**src/rtl/pgbuf_pkg.sv**
```systemverilog
package pgbuf_pkg;

    localparam int unsigned DEF_WORD_W = 32;
    localparam int unsigned DEF_WORDS  = 4;
    localparam int unsigned DEF_NBUF   = 4;
    localparam int unsigned DEF_ADDR_W = 22;

    typedef enum logic [1:0] {
        ST_IDLE     = 2'd0,
        ST_DEMAND   = 2'd1,
        ST_PREFETCH = 2'd2,
        ST_REPLAY   = 2'd3
    } ctrl_state_e;

    typedef enum logic [1:0] {
        FILL_NONE   = 2'd0,
        FILL_DEMAND = 2'd1,
        FILL_SPEC   = 2'd2
    } fill_kind_e;

    typedef struct packed {
        logic       en;
        fill_kind_e kind;
    } fill_cmd_t;

endpackage

```
**src/rtl/pgbuf_tags.sv**
```systemverilog
module pgbuf_tags
    import pgbuf_pkg::*;
#(
    parameter int unsigned NBUF   = DEF_NBUF,
    parameter int unsigned TAG_W  = 20,
    parameter int unsigned PAGE_W = 128,
    localparam int unsigned IDX_W = $clog2(NBUF)
) (
    input  logic              clk,
    input  logic              rst,
    input  logic              flush,
    input  logic [TAG_W-1:0]  look_tag,
    output logic              look_hit,
    output logic [IDX_W-1:0]  look_idx,
    output logic [PAGE_W-1:0] look_page,
    input  logic [TAG_W-1:0]  nxt_tag,
    input  logic [IDX_W-1:0]  skip_idx,
    output logic              nxt_present,
    input  fill_cmd_t         fill,
    input  logic [IDX_W-1:0]  wr_idx,
    input  logic [TAG_W-1:0]  wr_tag,
    input  logic [PAGE_W-1:0] wr_page
);

    logic [NBUF-1:0]   valid_q;
    logic [TAG_W-1:0]  tag_q  [NBUF];
    logic [PAGE_W-1:0] page_q [NBUF];
    logic [NBUF-1:0]   hit_vec;
    logic [NBUF-1:0]   nxt_vec;

    always_ff @(posedge clk) begin
        for (int i = 0; i < NBUF; i++) begin
            if (rst || flush) begin
                valid_q[i] <= 1'b0;
            end else if (fill.en && wr_idx == IDX_W'(i)) begin
                valid_q[i] <= 1'b1;
            end
            if (fill.en && wr_idx == IDX_W'(i)) begin
                tag_q[i]  <= wr_tag;
                page_q[i] <= wr_page;
            end
        end
    end

    for (genvar g = 0; g < NBUF; g++) begin : g_cmp
        assign hit_vec[g] = valid_q[g] && (tag_q[g] == look_tag);
        assign nxt_vec[g] = valid_q[g] && (tag_q[g] == nxt_tag) && (skip_idx != IDX_W'(g));
    end

    always_comb begin
        look_idx = '0;
        for (int i = 0; i < NBUF; i++) begin
            if (hit_vec[i]) look_idx = IDX_W'(i);
        end
    end

    assign look_hit    = |hit_vec;
    assign look_page   = page_q[look_idx];
    assign nxt_present = |nxt_vec;

    // an invalidate leaves no buffer valid
    assert_flush_clears_R9: assert property (@(posedge clk) disable iff (rst)
        flush |=> (valid_q == '0));

    // a page is never held twice
    assert_unique_tag_R1: assert property (@(posedge clk) disable iff (rst)
        $onehot0(hit_vec));

endmodule

```
**src/rtl/pgbuf_lru.sv**
```systemverilog
module pgbuf_lru
    import pgbuf_pkg::*;
#(
    parameter int unsigned NBUF = DEF_NBUF,
    localparam int unsigned IDX_W = $clog2(NBUF)
) (
    input  logic             clk,
    input  logic             rst,
    input  logic             hit_en,
    input  logic [IDX_W-1:0] hit_idx,
    input  fill_cmd_t        fill,
    output logic [IDX_W-1:0] lru_idx
);

    logic [IDX_W-1:0] rank_q [NBUF];
    logic             prom_en;
    logic [IDX_W-1:0] prom_idx;
    logic [NBUF-1:0]  seen;

    assign prom_en  = hit_en || (fill.en && fill.kind == FILL_DEMAND);
    assign prom_idx = hit_en ? hit_idx : lru_idx;

    always_ff @(posedge clk) begin
        for (int i = 0; i < NBUF; i++) begin
            if (rst) begin
                rank_q[i] <= IDX_W'(i);
            end else if (prom_en) begin
                if (IDX_W'(i) == prom_idx) begin
                    rank_q[i] <= '0;
                end else if (rank_q[i] < rank_q[prom_idx]) begin
                    rank_q[i] <= rank_q[i] + IDX_W'(1);
                end
            end
        end
    end

    always_comb begin
        lru_idx = '0;
        for (int i = 0; i < NBUF; i++) begin
            if (rank_q[i] == IDX_W'(NBUF - 1)) lru_idx = IDX_W'(i);
        end
    end

    always_comb begin
        seen = '0;
        for (int i = 0; i < NBUF; i++) begin
            seen[rank_q[i]] = 1'b1;
        end
    end

    // ranks always form a permutation
    assert_rank_perm_R5: assert property (@(posedge clk) disable iff (rst)
        seen == '1);

    // a speculative install or an idle cycle leaves the eviction choice alone
    assert_spec_stays_lru_R6: assert property (@(posedge clk) disable iff (rst)
        !prom_en |=> $stable(lru_idx));

endmodule

```
**src/rtl/pgbuf_ctrl.sv**
```systemverilog
module pgbuf_ctrl
    import pgbuf_pkg::*;
#(
    parameter int unsigned NBUF   = DEF_NBUF,
    parameter int unsigned ADDR_W = DEF_ADDR_W,
    parameter int unsigned WORD_W = DEF_WORD_W,
    parameter int unsigned WORDS  = DEF_WORDS,
    localparam int unsigned IDX_W  = $clog2(NBUF),
    localparam int unsigned WSEL_W = $clog2(WORDS),
    localparam int unsigned TAG_W  = ADDR_W - WSEL_W,
    localparam int unsigned PAGE_W = WORD_W * WORDS
) (
    input  logic              clk,
    input  logic              rst,
    input  logic              pf_en,
    input  logic              req_valid,
    input  logic [ADDR_W-1:0] req_addr,
    output logic              req_ready,
    output logic              rsp_valid,
    output logic              rsp_hit,
    output logic [WORD_W-1:0] rsp_data,
    output logic              arr_req,
    output logic [TAG_W-1:0]  arr_page,
    input  logic              arr_rvalid,
    input  logic [PAGE_W-1:0] arr_rdata,
    output logic [TAG_W-1:0]  look_tag,
    input  logic              look_hit,
    input  logic [IDX_W-1:0]  look_idx,
    input  logic [PAGE_W-1:0] look_page,
    output logic [TAG_W-1:0]  nxt_tag,
    input  logic              nxt_present,
    input  logic [IDX_W-1:0]  lru_idx,
    output fill_cmd_t         fill,
    output logic              hit_en,
    output logic [IDX_W-1:0]  hit_idx
);

    ctrl_state_e       st_q, st_n;
    logic              arr_req_q, arr_req_n;
    logic [TAG_W-1:0]  arr_page_q, arr_page_n;
    logic [ADDR_W-1:0] cur_q, cur_n;
    logic              pend_q, pend_n;
    logic              rspv_q, rspv_n;
    logic              rsph_q, rsph_n;
    logic [WORD_W-1:0] rspd_q, rspd_n;

    function automatic logic [WORD_W-1:0] pick(input logic [PAGE_W-1:0] pg,
                                               input logic [WSEL_W-1:0] w);
        return pg[int'(w) * WORD_W +: WORD_W];
    endfunction

    assign req_ready = (st_q == ST_IDLE) || (st_q == ST_PREFETCH && !pend_q);
    assign look_tag  = (st_q == ST_REPLAY) ? cur_q[ADDR_W-1:WSEL_W] : req_addr[ADDR_W-1:WSEL_W];
    assign nxt_tag   = arr_page_q + TAG_W'(1);
    assign hit_idx   = look_idx;

    always_comb begin
        st_n       = st_q;
        arr_req_n  = 1'b0;
        arr_page_n = arr_page_q;
        cur_n      = cur_q;
        pend_n     = pend_q;
        rspv_n     = 1'b0;
        rsph_n     = 1'b0;
        rspd_n     = rspd_q;
        fill       = '{en: 1'b0, kind: FILL_NONE};
        hit_en     = 1'b0;
        unique case (st_q)
            ST_IDLE: begin
                if (req_valid) begin
                    if (look_hit) begin
                        rspv_n = 1'b1;
                        rsph_n = 1'b1;
                        rspd_n = pick(look_page, req_addr[WSEL_W-1:0]);
                        hit_en = 1'b1;
                    end else begin
                        arr_req_n  = 1'b1;
                        arr_page_n = req_addr[ADDR_W-1:WSEL_W];
                        cur_n      = req_addr;
                        st_n       = ST_DEMAND;
                    end
                end
            end
            ST_DEMAND: begin
                if (arr_rvalid) begin
                    fill   = '{en: 1'b1, kind: FILL_DEMAND};
                    rspv_n = 1'b1;
                    rspd_n = pick(arr_rdata, cur_q[WSEL_W-1:0]);
                    if (pf_en && !nxt_present) begin
                        arr_req_n  = 1'b1;
                        arr_page_n = nxt_tag;
                        st_n       = ST_PREFETCH;
                    end else begin
                        st_n = ST_IDLE;
                    end
                end
            end
            ST_PREFETCH: begin
                if (req_valid && !pend_q) begin
                    pend_n = 1'b1;
                    cur_n  = req_addr;
                end
                if (arr_rvalid) begin
                    fill = '{en: 1'b1, kind: FILL_SPEC};
                    st_n = (pend_q || req_valid) ? ST_REPLAY : ST_IDLE;
                end
            end
            ST_REPLAY: begin
                pend_n = 1'b0;
                if (look_hit) begin
                    rspv_n = 1'b1;
                    rsph_n = 1'b1;
                    rspd_n = pick(look_page, cur_q[WSEL_W-1:0]);
                    hit_en = 1'b1;
                    st_n   = ST_IDLE;
                end else begin
                    arr_req_n  = 1'b1;
                    arr_page_n = cur_q[ADDR_W-1:WSEL_W];
                    st_n       = ST_DEMAND;
                end
            end
            default: st_n = ST_IDLE;
        endcase
    end

    always_ff @(posedge clk) begin
        if (rst) begin
            st_q       <= ST_IDLE;
            arr_req_q  <= 1'b0;
            arr_page_q <= '0;
            cur_q      <= '0;
            pend_q     <= 1'b0;
            rspv_q     <= 1'b0;
            rsph_q     <= 1'b0;
            rspd_q     <= '0;
        end else begin
            st_q       <= st_n;
            arr_req_q  <= arr_req_n;
            arr_page_q <= arr_page_n;
            cur_q      <= cur_n;
            pend_q     <= pend_n;
            rspv_q     <= rspv_n;
            rsph_q     <= rsph_n;
            rspd_q     <= rspd_n;
        end
    end

    assign rsp_valid = rspv_q;
    assign rsp_hit   = rsph_q;
    assign rsp_data  = rspd_q;
    assign arr_req   = arr_req_q;
    assign arr_page  = arr_page_q;

    // a hit taken while idle answers in the very next cycle
    assert_hit_zero_wait_R2: assert property (@(posedge clk) disable iff (rst)
        (st_q == ST_IDLE && req_valid && look_hit) |=> (rsp_valid && rsp_hit));

    // returning page data is forwarded as a miss response
    assert_fill_forward_R3: assert property (@(posedge clk) disable iff (rst)
        (st_q == ST_DEMAND && arr_rvalid) |=> (rsp_valid && !rsp_hit));

    // array requests are single-cycle pulses
    assert_single_pulse_R3: assert property (@(posedge clk) disable iff (rst)
        arr_req |=> !arr_req);

    // no acceptance during a demand fill or a replay lookup
    assert_stall_R10: assert property (@(posedge clk) disable iff (rst)
        (st_q == ST_DEMAND || st_q == ST_REPLAY) |-> !req_ready);

    // a read held over a prefetch is looked up once it lands
    assert_replay_R8: assert property (@(posedge clk) disable iff (rst)
        (st_q == ST_PREFETCH && arr_rvalid && (pend_q || req_valid)) |=> (st_q == ST_REPLAY));

endmodule

```
**src/rtl/pgbuf_set.sv**
```systemverilog
module pgbuf_set
    import pgbuf_pkg::*;
#(
    parameter int unsigned NBUF   = DEF_NBUF,
    parameter int unsigned ADDR_W = DEF_ADDR_W,
    parameter int unsigned WORD_W = DEF_WORD_W,
    parameter int unsigned WORDS  = DEF_WORDS,
    localparam int unsigned IDX_W  = $clog2(NBUF),
    localparam int unsigned WSEL_W = $clog2(WORDS),
    localparam int unsigned TAG_W  = ADDR_W - WSEL_W,
    localparam int unsigned PAGE_W = WORD_W * WORDS
) (
    input  logic              clk,
    input  logic              rst,
    input  logic              flush,
    input  logic              pf_en,
    input  logic              req_valid,
    input  logic [ADDR_W-1:0] req_addr,
    output logic              req_ready,
    output logic              rsp_valid,
    output logic              rsp_hit,
    output logic [WORD_W-1:0] rsp_data,
    output logic              arr_req,
    output logic [TAG_W-1:0]  arr_page,
    input  logic              arr_rvalid,
    input  logic [PAGE_W-1:0] arr_rdata
);

    logic [TAG_W-1:0]  look_tag;
    logic              look_hit;
    logic [IDX_W-1:0]  look_idx;
    logic [PAGE_W-1:0] look_page;
    logic [TAG_W-1:0]  nxt_tag;
    logic              nxt_present;
    logic [IDX_W-1:0]  lru_idx;
    fill_cmd_t         fill;
    logic              hit_en;
    logic [IDX_W-1:0]  hit_idx;

    pgbuf_ctrl #(
        .NBUF(NBUF), .ADDR_W(ADDR_W), .WORD_W(WORD_W), .WORDS(WORDS)
    ) u_ctrl (
        .clk(clk), .rst(rst), .pf_en(pf_en),
        .req_valid(req_valid), .req_addr(req_addr), .req_ready(req_ready),
        .rsp_valid(rsp_valid), .rsp_hit(rsp_hit), .rsp_data(rsp_data),
        .arr_req(arr_req), .arr_page(arr_page),
        .arr_rvalid(arr_rvalid), .arr_rdata(arr_rdata),
        .look_tag(look_tag), .look_hit(look_hit), .look_idx(look_idx),
        .look_page(look_page), .nxt_tag(nxt_tag), .nxt_present(nxt_present),
        .lru_idx(lru_idx), .fill(fill), .hit_en(hit_en), .hit_idx(hit_idx)
    );

    pgbuf_tags #(
        .NBUF(NBUF), .TAG_W(TAG_W), .PAGE_W(PAGE_W)
    ) u_tags (
        .clk(clk), .rst(rst), .flush(flush),
        .look_tag(look_tag), .look_hit(look_hit), .look_idx(look_idx),
        .look_page(look_page), .nxt_tag(nxt_tag), .skip_idx(lru_idx),
        .nxt_present(nxt_present), .fill(fill), .wr_idx(lru_idx),
        .wr_tag(arr_page), .wr_page(arr_rdata)
    );

    pgbuf_lru #(
        .NBUF(NBUF)
    ) u_lru (
        .clk(clk), .rst(rst), .hit_en(hit_en), .hit_idx(hit_idx),
        .fill(fill), .lru_idx(lru_idx)
    );

endmodule

```
**config.mk**
```make
export PLATFORM = sky130hd
export DESIGN_NAME = pgbuf_set
export DESIGN_NICKNAME = d
export VERILOG_FILES = /design/src/rtl/pgbuf_pkg.sv /design/src/rtl/pgbuf_tags.sv /design/src/rtl/pgbuf_lru.sv /design/src/rtl/pgbuf_ctrl.sv /design/src/rtl/pgbuf_set.sv
export SDC_FILE = /design/constraint.sdc
export NUM_CORES = 1
export LEC_CHECK = 0
export BUFFER_PORTS_ARGS = -buffer_cell sky130_fd_sc_hd__buf_2
export CORE_UTILIZATION = 40
export CTS_CLUSTER_DIAMETER = 100
export CTS_CLUSTER_SIZE = 40
export DETAILED_ROUTE_END_ITERATION = 12
export PLACE_DENSITY = 0.62
export SLEW_MARGIN = 20
export SYNTH_ARGS = -nofsm -noshare
export SYNTH_HDL_FRONTEND = slang
export SYNTH_SLANG_ARGS = --single-unit
```
**constraint.sdc**
```tcl
create_clock -name clk -period 8.8 [get_ports clk]
set_input_delay 1.76 -clock clk [delete_from_list [all_inputs] [get_ports clk]]
set_output_delay 1.76 -clock clk [all_outputs]
set_load 0.1 [all_outputs]
```
Word level (Yosys, flattened, before mapping)

Memory sizes are Yosys's and may differ from the RTL's.
Cells that the tools add are included.

Bits of input ports: 156
Output and inout bits: 56
Memories kept: 3
Register bits: 84
RAM bits: 600

Memory list:

| memory        | words | bits a word | read ports | clocked after Yosys merged registers in | wr ports | line             | source |
|---|---|---|---|---|---|---|---|
| u_tags.page_q | 4     | 128         | 1          | 0                                       | 1        | pgbuf_tags.sv:27 | `logic [PAGE_W-1:0] page_q [NBUF];` |
| u_tags.tag_q  | 4     | 20          | 4          | 0                                       | 1        | pgbuf_tags.sv:26 | `logic [TAG_W-1:0] tag_q [NBUF];` |
| u_lru.rank_q  | 4     | 2           | 5          | 0                                       | 4        | pgbuf_lru.sv:15  | `logic [IDX_W-1:0] rank_q [NBUF];` |

Shift operators: 3
Mux-type cells: 118
Reduce and logical (&&, ||, !) cells: 46
$add $sub $neg: 5
$lt $le $gt $ge: 4
Bitwise operators: 8
Equality and inequality tests: 33

Operators by type and width:

| operator                                                              | count |
|---|---|
| 128-bit two-way mux                                                   | 3 |
| 128-bit OR reduction                                                  | 3 |
| 128-bit by 8-bit indexed part select with 32-bit output               | 3 |
| 20-bit two-way mux                                                    | 9 |
| 20-bit equality test                                                  | 8 |
| 32-bit two-way mux                                                    | 4 |
| 32-bit case mux with 3 select lines                                   | 1 |
| 22-bit two-way mux                                                    | 3 |
| 1-bit two-way mux                                                     | 63 |
| 20-bit case mux with 3 select lines                                   | 1 |
| 20-bit OR reduction                                                   | 3 |
| 2-bit two-way mux                                                     | 25 |
| 22-bit case mux with 2 select lines                                   | 1 |
| 20-bit by 1-bit adder with 20-bit output, second input constant       | 1 |
| 1-bit logical AND                                                     | 20 |
| 2-bit inequality test, second input constant                          | 10 |
| 2-bit equality test, second input constant                            | 7 |
| 2-bit by 1-bit adder with 2-bit output, second input constant         | 4 |
| 2-bit < comparator                                                    | 4 |
| 1-bit bitwise OR                                                      | 8 |
| 2-bit case mux with 4 select lines                                    | 1 |
| 4-bit AND reduction                                                   | 2 |
| 4-bit OR reduction                                                    | 2 |
| 2-bit by 1-bit equality test with 1-bit output, second input constant | 3 |
| other kinds (15)                                                      | 28 |

Longest topological paths before layout

An unclocked memory read counts as a cell.

Depth in word-level cells: 17
Gate-level depth with buffers: 16
Gate-level depth less buffers: 11

Cells and area by module

Synthesis repeated with hierarchy kept, for this count alone.

Cell total of the unflattened synthesis: 2298
Area total of the unflattened synthesis: 30922.2 um^2

Modules (own cells, without submodules):

| module     | area each (um^2) | instances | cells each |
|---|---|---|---|
| pgbuf_tags | 24110.6          | 1         | 1588 |
| pgbuf_ctrl | 6019.5           | 1         | 620 |
| pgbuf_lru  | 792.0            | 1         | 90 |

Worst setup path before layout

No wires, ideal clock.

Kind: input to register
Start point: in arr_rvalid
End point: mem u_tags.page_q[0][0] (enable)
Path buffers: 0
Setup time: 674 ps
Arrival: 8428 ps
Cell stages on the path: 2
Setup slack: -303 ps
Cell sequence: o211ai_1 nor2b_1

Cells in the longest elaborated chain, start to end: 9
Elaborated cells on any way between the ends: 24

Ends and longest elaborated chain:

| item                                                                                  | line                                | source |
|---|---|---|
| start, declared                                                                       | pgbuf_set.sv:25                     | `input logic arr_rvalid,` |
| 3-bit two-way mux, on equally long branches                                           | pgbuf_ctrl.sv:103, pgbuf_ctrl.sv:85 |  |
| 3-bit case mux with 2 select lines *                                                  | pgbuf_ctrl.sv:68                    | `unique case (st_q)` |
| 1-bit logical AND                                                                     | pgbuf_tags.sv:38                    | `if (fill.en && wr_idx == IDX_W'(i)) begin` |
| 1-bit two-way mux                                                                     | pgbuf_tags.sv:38                    |  |
| 1-bit two-way mux (not written as such)                                               | pgbuf_tags.sv:40                    | `page_q[i] <= wr_page;` |
| 128-bit OR reduction (no line)                                                        | n/a                                 |  |
| 2-bit two-way mux (no line) / 1-bit two-way mux (equally long branches) (3 in series) | n/a                                 |  |
| end, declared                                                                         | pgbuf_tags.sv:27                    |  |

Every way passes the cells marked *; elsewhere a longest branch is shown, timed or not.

==> results.md <==
* First DRT Iteration DRCs at 2,158
* CP Max Fanout at 35
* P_int at between 4 and 5 mW
* EDFF count, synth at 600
* Number of cell rows at approximately 100
* Largest net degree at the start of global routing at 149
* Final hold violation count at 0
* Post-synth design cell area at between 30,000 and 40,000 um2
* Main flop type after synthesis: edfxtp_1
* CTS tree: built
* DIE AREA at 78,000 um2
* Power per cell area at 193 nW/um2
* Yosys cell types at between 70 and 80
* Worst Setup End Kind: flop
* Syn-to-layout area delta at 10.2%
* Critical Path AT at 5630 ps
* Setup TNS at 0 ps
* FFs w/ async S/R, synth at 0
* Num Clock Sinks at 684
* Total gr overflow at 0
* Seq pwr share at 0.570
* Layout cells sized above 1 at 0.159
* Fillcell total at 6,834
* Min-Delay Path Class: flop to flop
* Sw Share at 0.297
* Fmax at 189 MHz
* Crit share post-route at 0.600
* Post-CTS setup buffer count at 0
* Peak VDD IR at 0.000172 V
* Worst Clk Skew at 47.4 ps
* Logic gate share of total power at 0.161
* Placed cells at 3,417
* Cts repair resizes at 0
* GRT Total Usage at 0.220
* Worst-Margin Slew at 1160 ps
* Required time worst endpoint at 9140 ps
* Die height at 279 um
* H-tree Lvls at 1
* Antenna Nets Post-Route at 0
* Antenna violations before repair at 18
* YS warnings at 0
* Mean Syn Cell Area at 13.4 um2
* Max-cap violations at 0
* Final WL at 86,800 um
* LEAKAGE at 11.1 nW
* Post-DP HPWL at 54,200 um
* WS Path Type: flop to flop
* Status: finished, final reports clean
* Synthesized instance count at 2,289
* Post-synthesis sequential area ratio at 0.641
* Startpoint types: flop
* RSZ-0062 raised after global routing: no
* Nets@finish at 2,582
* Final setup vio count at 0
* Reg area at 19,700 um2
* Max-slew violation count at 0
* Initial Util at 0.405
* Switching power total at 1.94 mW
* Syn Nets at 2,454
* CTS clock-pin slew for the worst setup and hold paths at between 100 and 150 ps
* Root Buffer: clkbuf_16
* WL per Instance at 25.0 um
* First-pass GRT wire length at 129,000 um
* DRT Pass-1 Iters at 5
* Rel. slew slack at 0.220
* Vias in the first global route at between 15,000 and 20,000
* Min cycle time layout at about 5300 ps
* Clock buffer depth at 3
* #FFs+latches synth at 684
* Routed vias at between 20,000 and 25,000
* Total CTS buffers at 26
* Die boundary width at 279 um
* Crit path cell chain: ha_2 -> buf_4 -> mux2i_2 -> xnor2_1 -> nor4_1 -> nand3_1 -> or2_2 -> o221ai_2 -> mux2_2 -> a211o_1 -> a41oi_1
* RD Place Congestion at 0.936
* Drc violations at 0
* Multi-input gate area at 10,500 um2
* Count of input and output buffers at 211
* Slowest CP cell: o221ai_2
* IO Count at 212
* Worst path max stage delay at 690 ps
* Post-DR vias/cell at 5.78
* Worst skew pair latency at 650 ps
* Power share of the clock group at 0.270
* Core Region at 75,900 um2
* Hold-fix buffers, CTS at 0
* WHS at between 500 and 600 ps
* Layout Cells excl Fill at 3,471
state kept, by name (all words and copies together) (netlist names):
register	count
u_ctrl.cur_q	22
u_ctrl.st_q	2
u_lru.rank_q	8
u_tags.valid_q	4
u_ctrl.rsp_hit	1
u_ctrl.pend_q	1
u_ctrl.rsp_valid	1
u_ctrl.rsp_data	32
u_ctrl.arr_page	20
u_tags.tag_q	80
u_ctrl.arr_req	1
u_tags.page_q	512
worst max-delay path: cells and delay by family (launching register included):
kind	cells	cell delay [ps]
adder cells (fa/ha/maj)	1	190
flip-flops	1	420
multiplexers	2	1030
buffers and inverters	1	470
AND/OR/NAND/NOR	3	1390
XOR/XNOR	1	120
AO/OA/AOI/OAI	3	1320
metrics by stage:
step           area [um2]   util  worst slack (ps)  total power [mW]
6_report            33900  0.446              3520              6.53
5_1_grt             33900  0.446              3040              6.74
4_1_cts             33900  0.446              3530              6.55
3_5_place_dp        32900  0.433              2880              4.83
3_3_place_gp        32900  0.433              2890              4.82
2_1_floorplan       30800      -              4.84              4.50
routing by layer:
metal  up-vias  wire length, um  GRT usage
met5         -              145          0
met1     10200            38700      0.326
li1       8989                -          -
met3       102             7250     0.0377
met2       792            39500      0.341
met4        24             1150     0.0362
cell usage after synthesis, types with 6 or more instances:
| cell type | n | area, um2 |
|---|---|---|
| nand2_1 | 253 | 950 |
| xnor2_1 | 129 | 1130 |
| dfxtp_1 | 84 | 1680 |
| nor3_1 | 32 | 160 |
| mux2i_4 | 11 | 248 |
| o2111a_1 | 28 | 315 |
| and4_1 | 6 | 52.6 |
| nor2_1 | 146 | 548 |
| buf_2 | 19 | 95.1 |
| a21oi_1 | 99 | 495 |
| xor2_1 | 18 | 158 |
| ha_1 | 9 | 113 |
| o21ai_0 | 135 | 676 |
| and2_1 | 7 | 43.8 |
| nand4_1 | 16 | 100 |
| nand3b_1 | 14 | 105 |
| a311oi_1 | 69 | 604 |
| a22oi_1 | 49 | 368 |
| edfxtp_1 | 600 | 18000 |
| nor4_1 | 34 | 213 |
| and3_1 | 11 | 68.8 |
| mux4_2 | 32 | 721 |
| nand3_1 | 65 | 325 |
| inv_1 | 18 | 67.6 |
| mux2i_2 | 9 | 124 |
| a211oi_1 | 11 | 82.6 |
| clkbuf_1 | 114 | 428 |
| mux2i_1 | 105 | 1050 |
| or3_1 | 19 | 119 |
| xnor3_1 | 31 | 698 |
| buf_1 | 6 | 22.5 |
| o221ai_1 | 6 | 52.6 |
cells by family (layout without fill, tap and decap cells):
group                    Yosys count  count (layout)  share of synthesized area
AO/OA/AOI/OAI                    453             453                      0.100
XOR/XNOR                         178             178                     0.0646
adder cells (fa/ha/maj)            9               9                    0.00366
buffers and inverters            163             311                     0.0223
flip-flops                       684             684                      0.641
multiplexers                     162             162                     0.0716
other                              0               4                          0
AND/OR/NAND/NOR                  640             640                     0.0973
power groups by stage:
stage / logic, mW / clock network [mW] / registers [mW]
4_1_cts: 1.04 / 1.79 / 3.72
2_1_floorplan: 0.476 / 0 / 4.03
6_report: 1.05 / 1.76 / 3.72
3_5_place_dp: 1.04 / 0 / 3.79
3_3_place_gp: 1.03 / 0 / 3.79
5_1_grt: 1.11 / 1.90 / 3.73
final cells by class:
type,count,share of cell area
inverters,18,0.00199
multi-input cells,1442,0.309
flip-flops and latches,684,0.581
repair buffers,245,0.0405
clock buffers,29,0.0202
well taps,1030,0.0380
clock inverters,19,0.00904
diodes,4,0.000295
final timing paths:
path	cells past startpoint	slack, ps	end	start
worst min register to register	2	510	u_ctrl.rsp_data[13]	u_ctrl.rsp_data[13]
worst min-delay path	2	510	u_ctrl.rsp_data[13]	u_ctrl.rsp_data[13]
worst max-delay path	11	3520	u_lru.rank_q[2][0]	u_ctrl.st_q[0]
worst max register to register	11	3520	u_lru.rank_q[2][0]	u_ctrl.st_q[0]
layout by cell type (no fill, tap or decap), types with 28 or more instances in the layout:
| master | instances |
|---|---|
| o21ai_0 | 135 |
| o2111a_1 | 28 |
| nor4_1 | 34 |
| a311oi_1 | 69 |
| nand2_1 | 252 |
| nand3_1 | 65 |
| xnor2_1 | 129 |
| mux2i_1 | 104 |
| a21oi_1 | 96 |
| dfxtp_1 | 82 |
| edfxtp_1 | 600 |
| xnor3_1 | 31 |
| mux4_2 | 32 |
| nor3_1 | 32 |
| a22oi_1 | 49 |
| nor2_1 | 141 |
| buf_2 | 211 |
| buf_4 | 29 |
(Power assumes the default switching activity.)
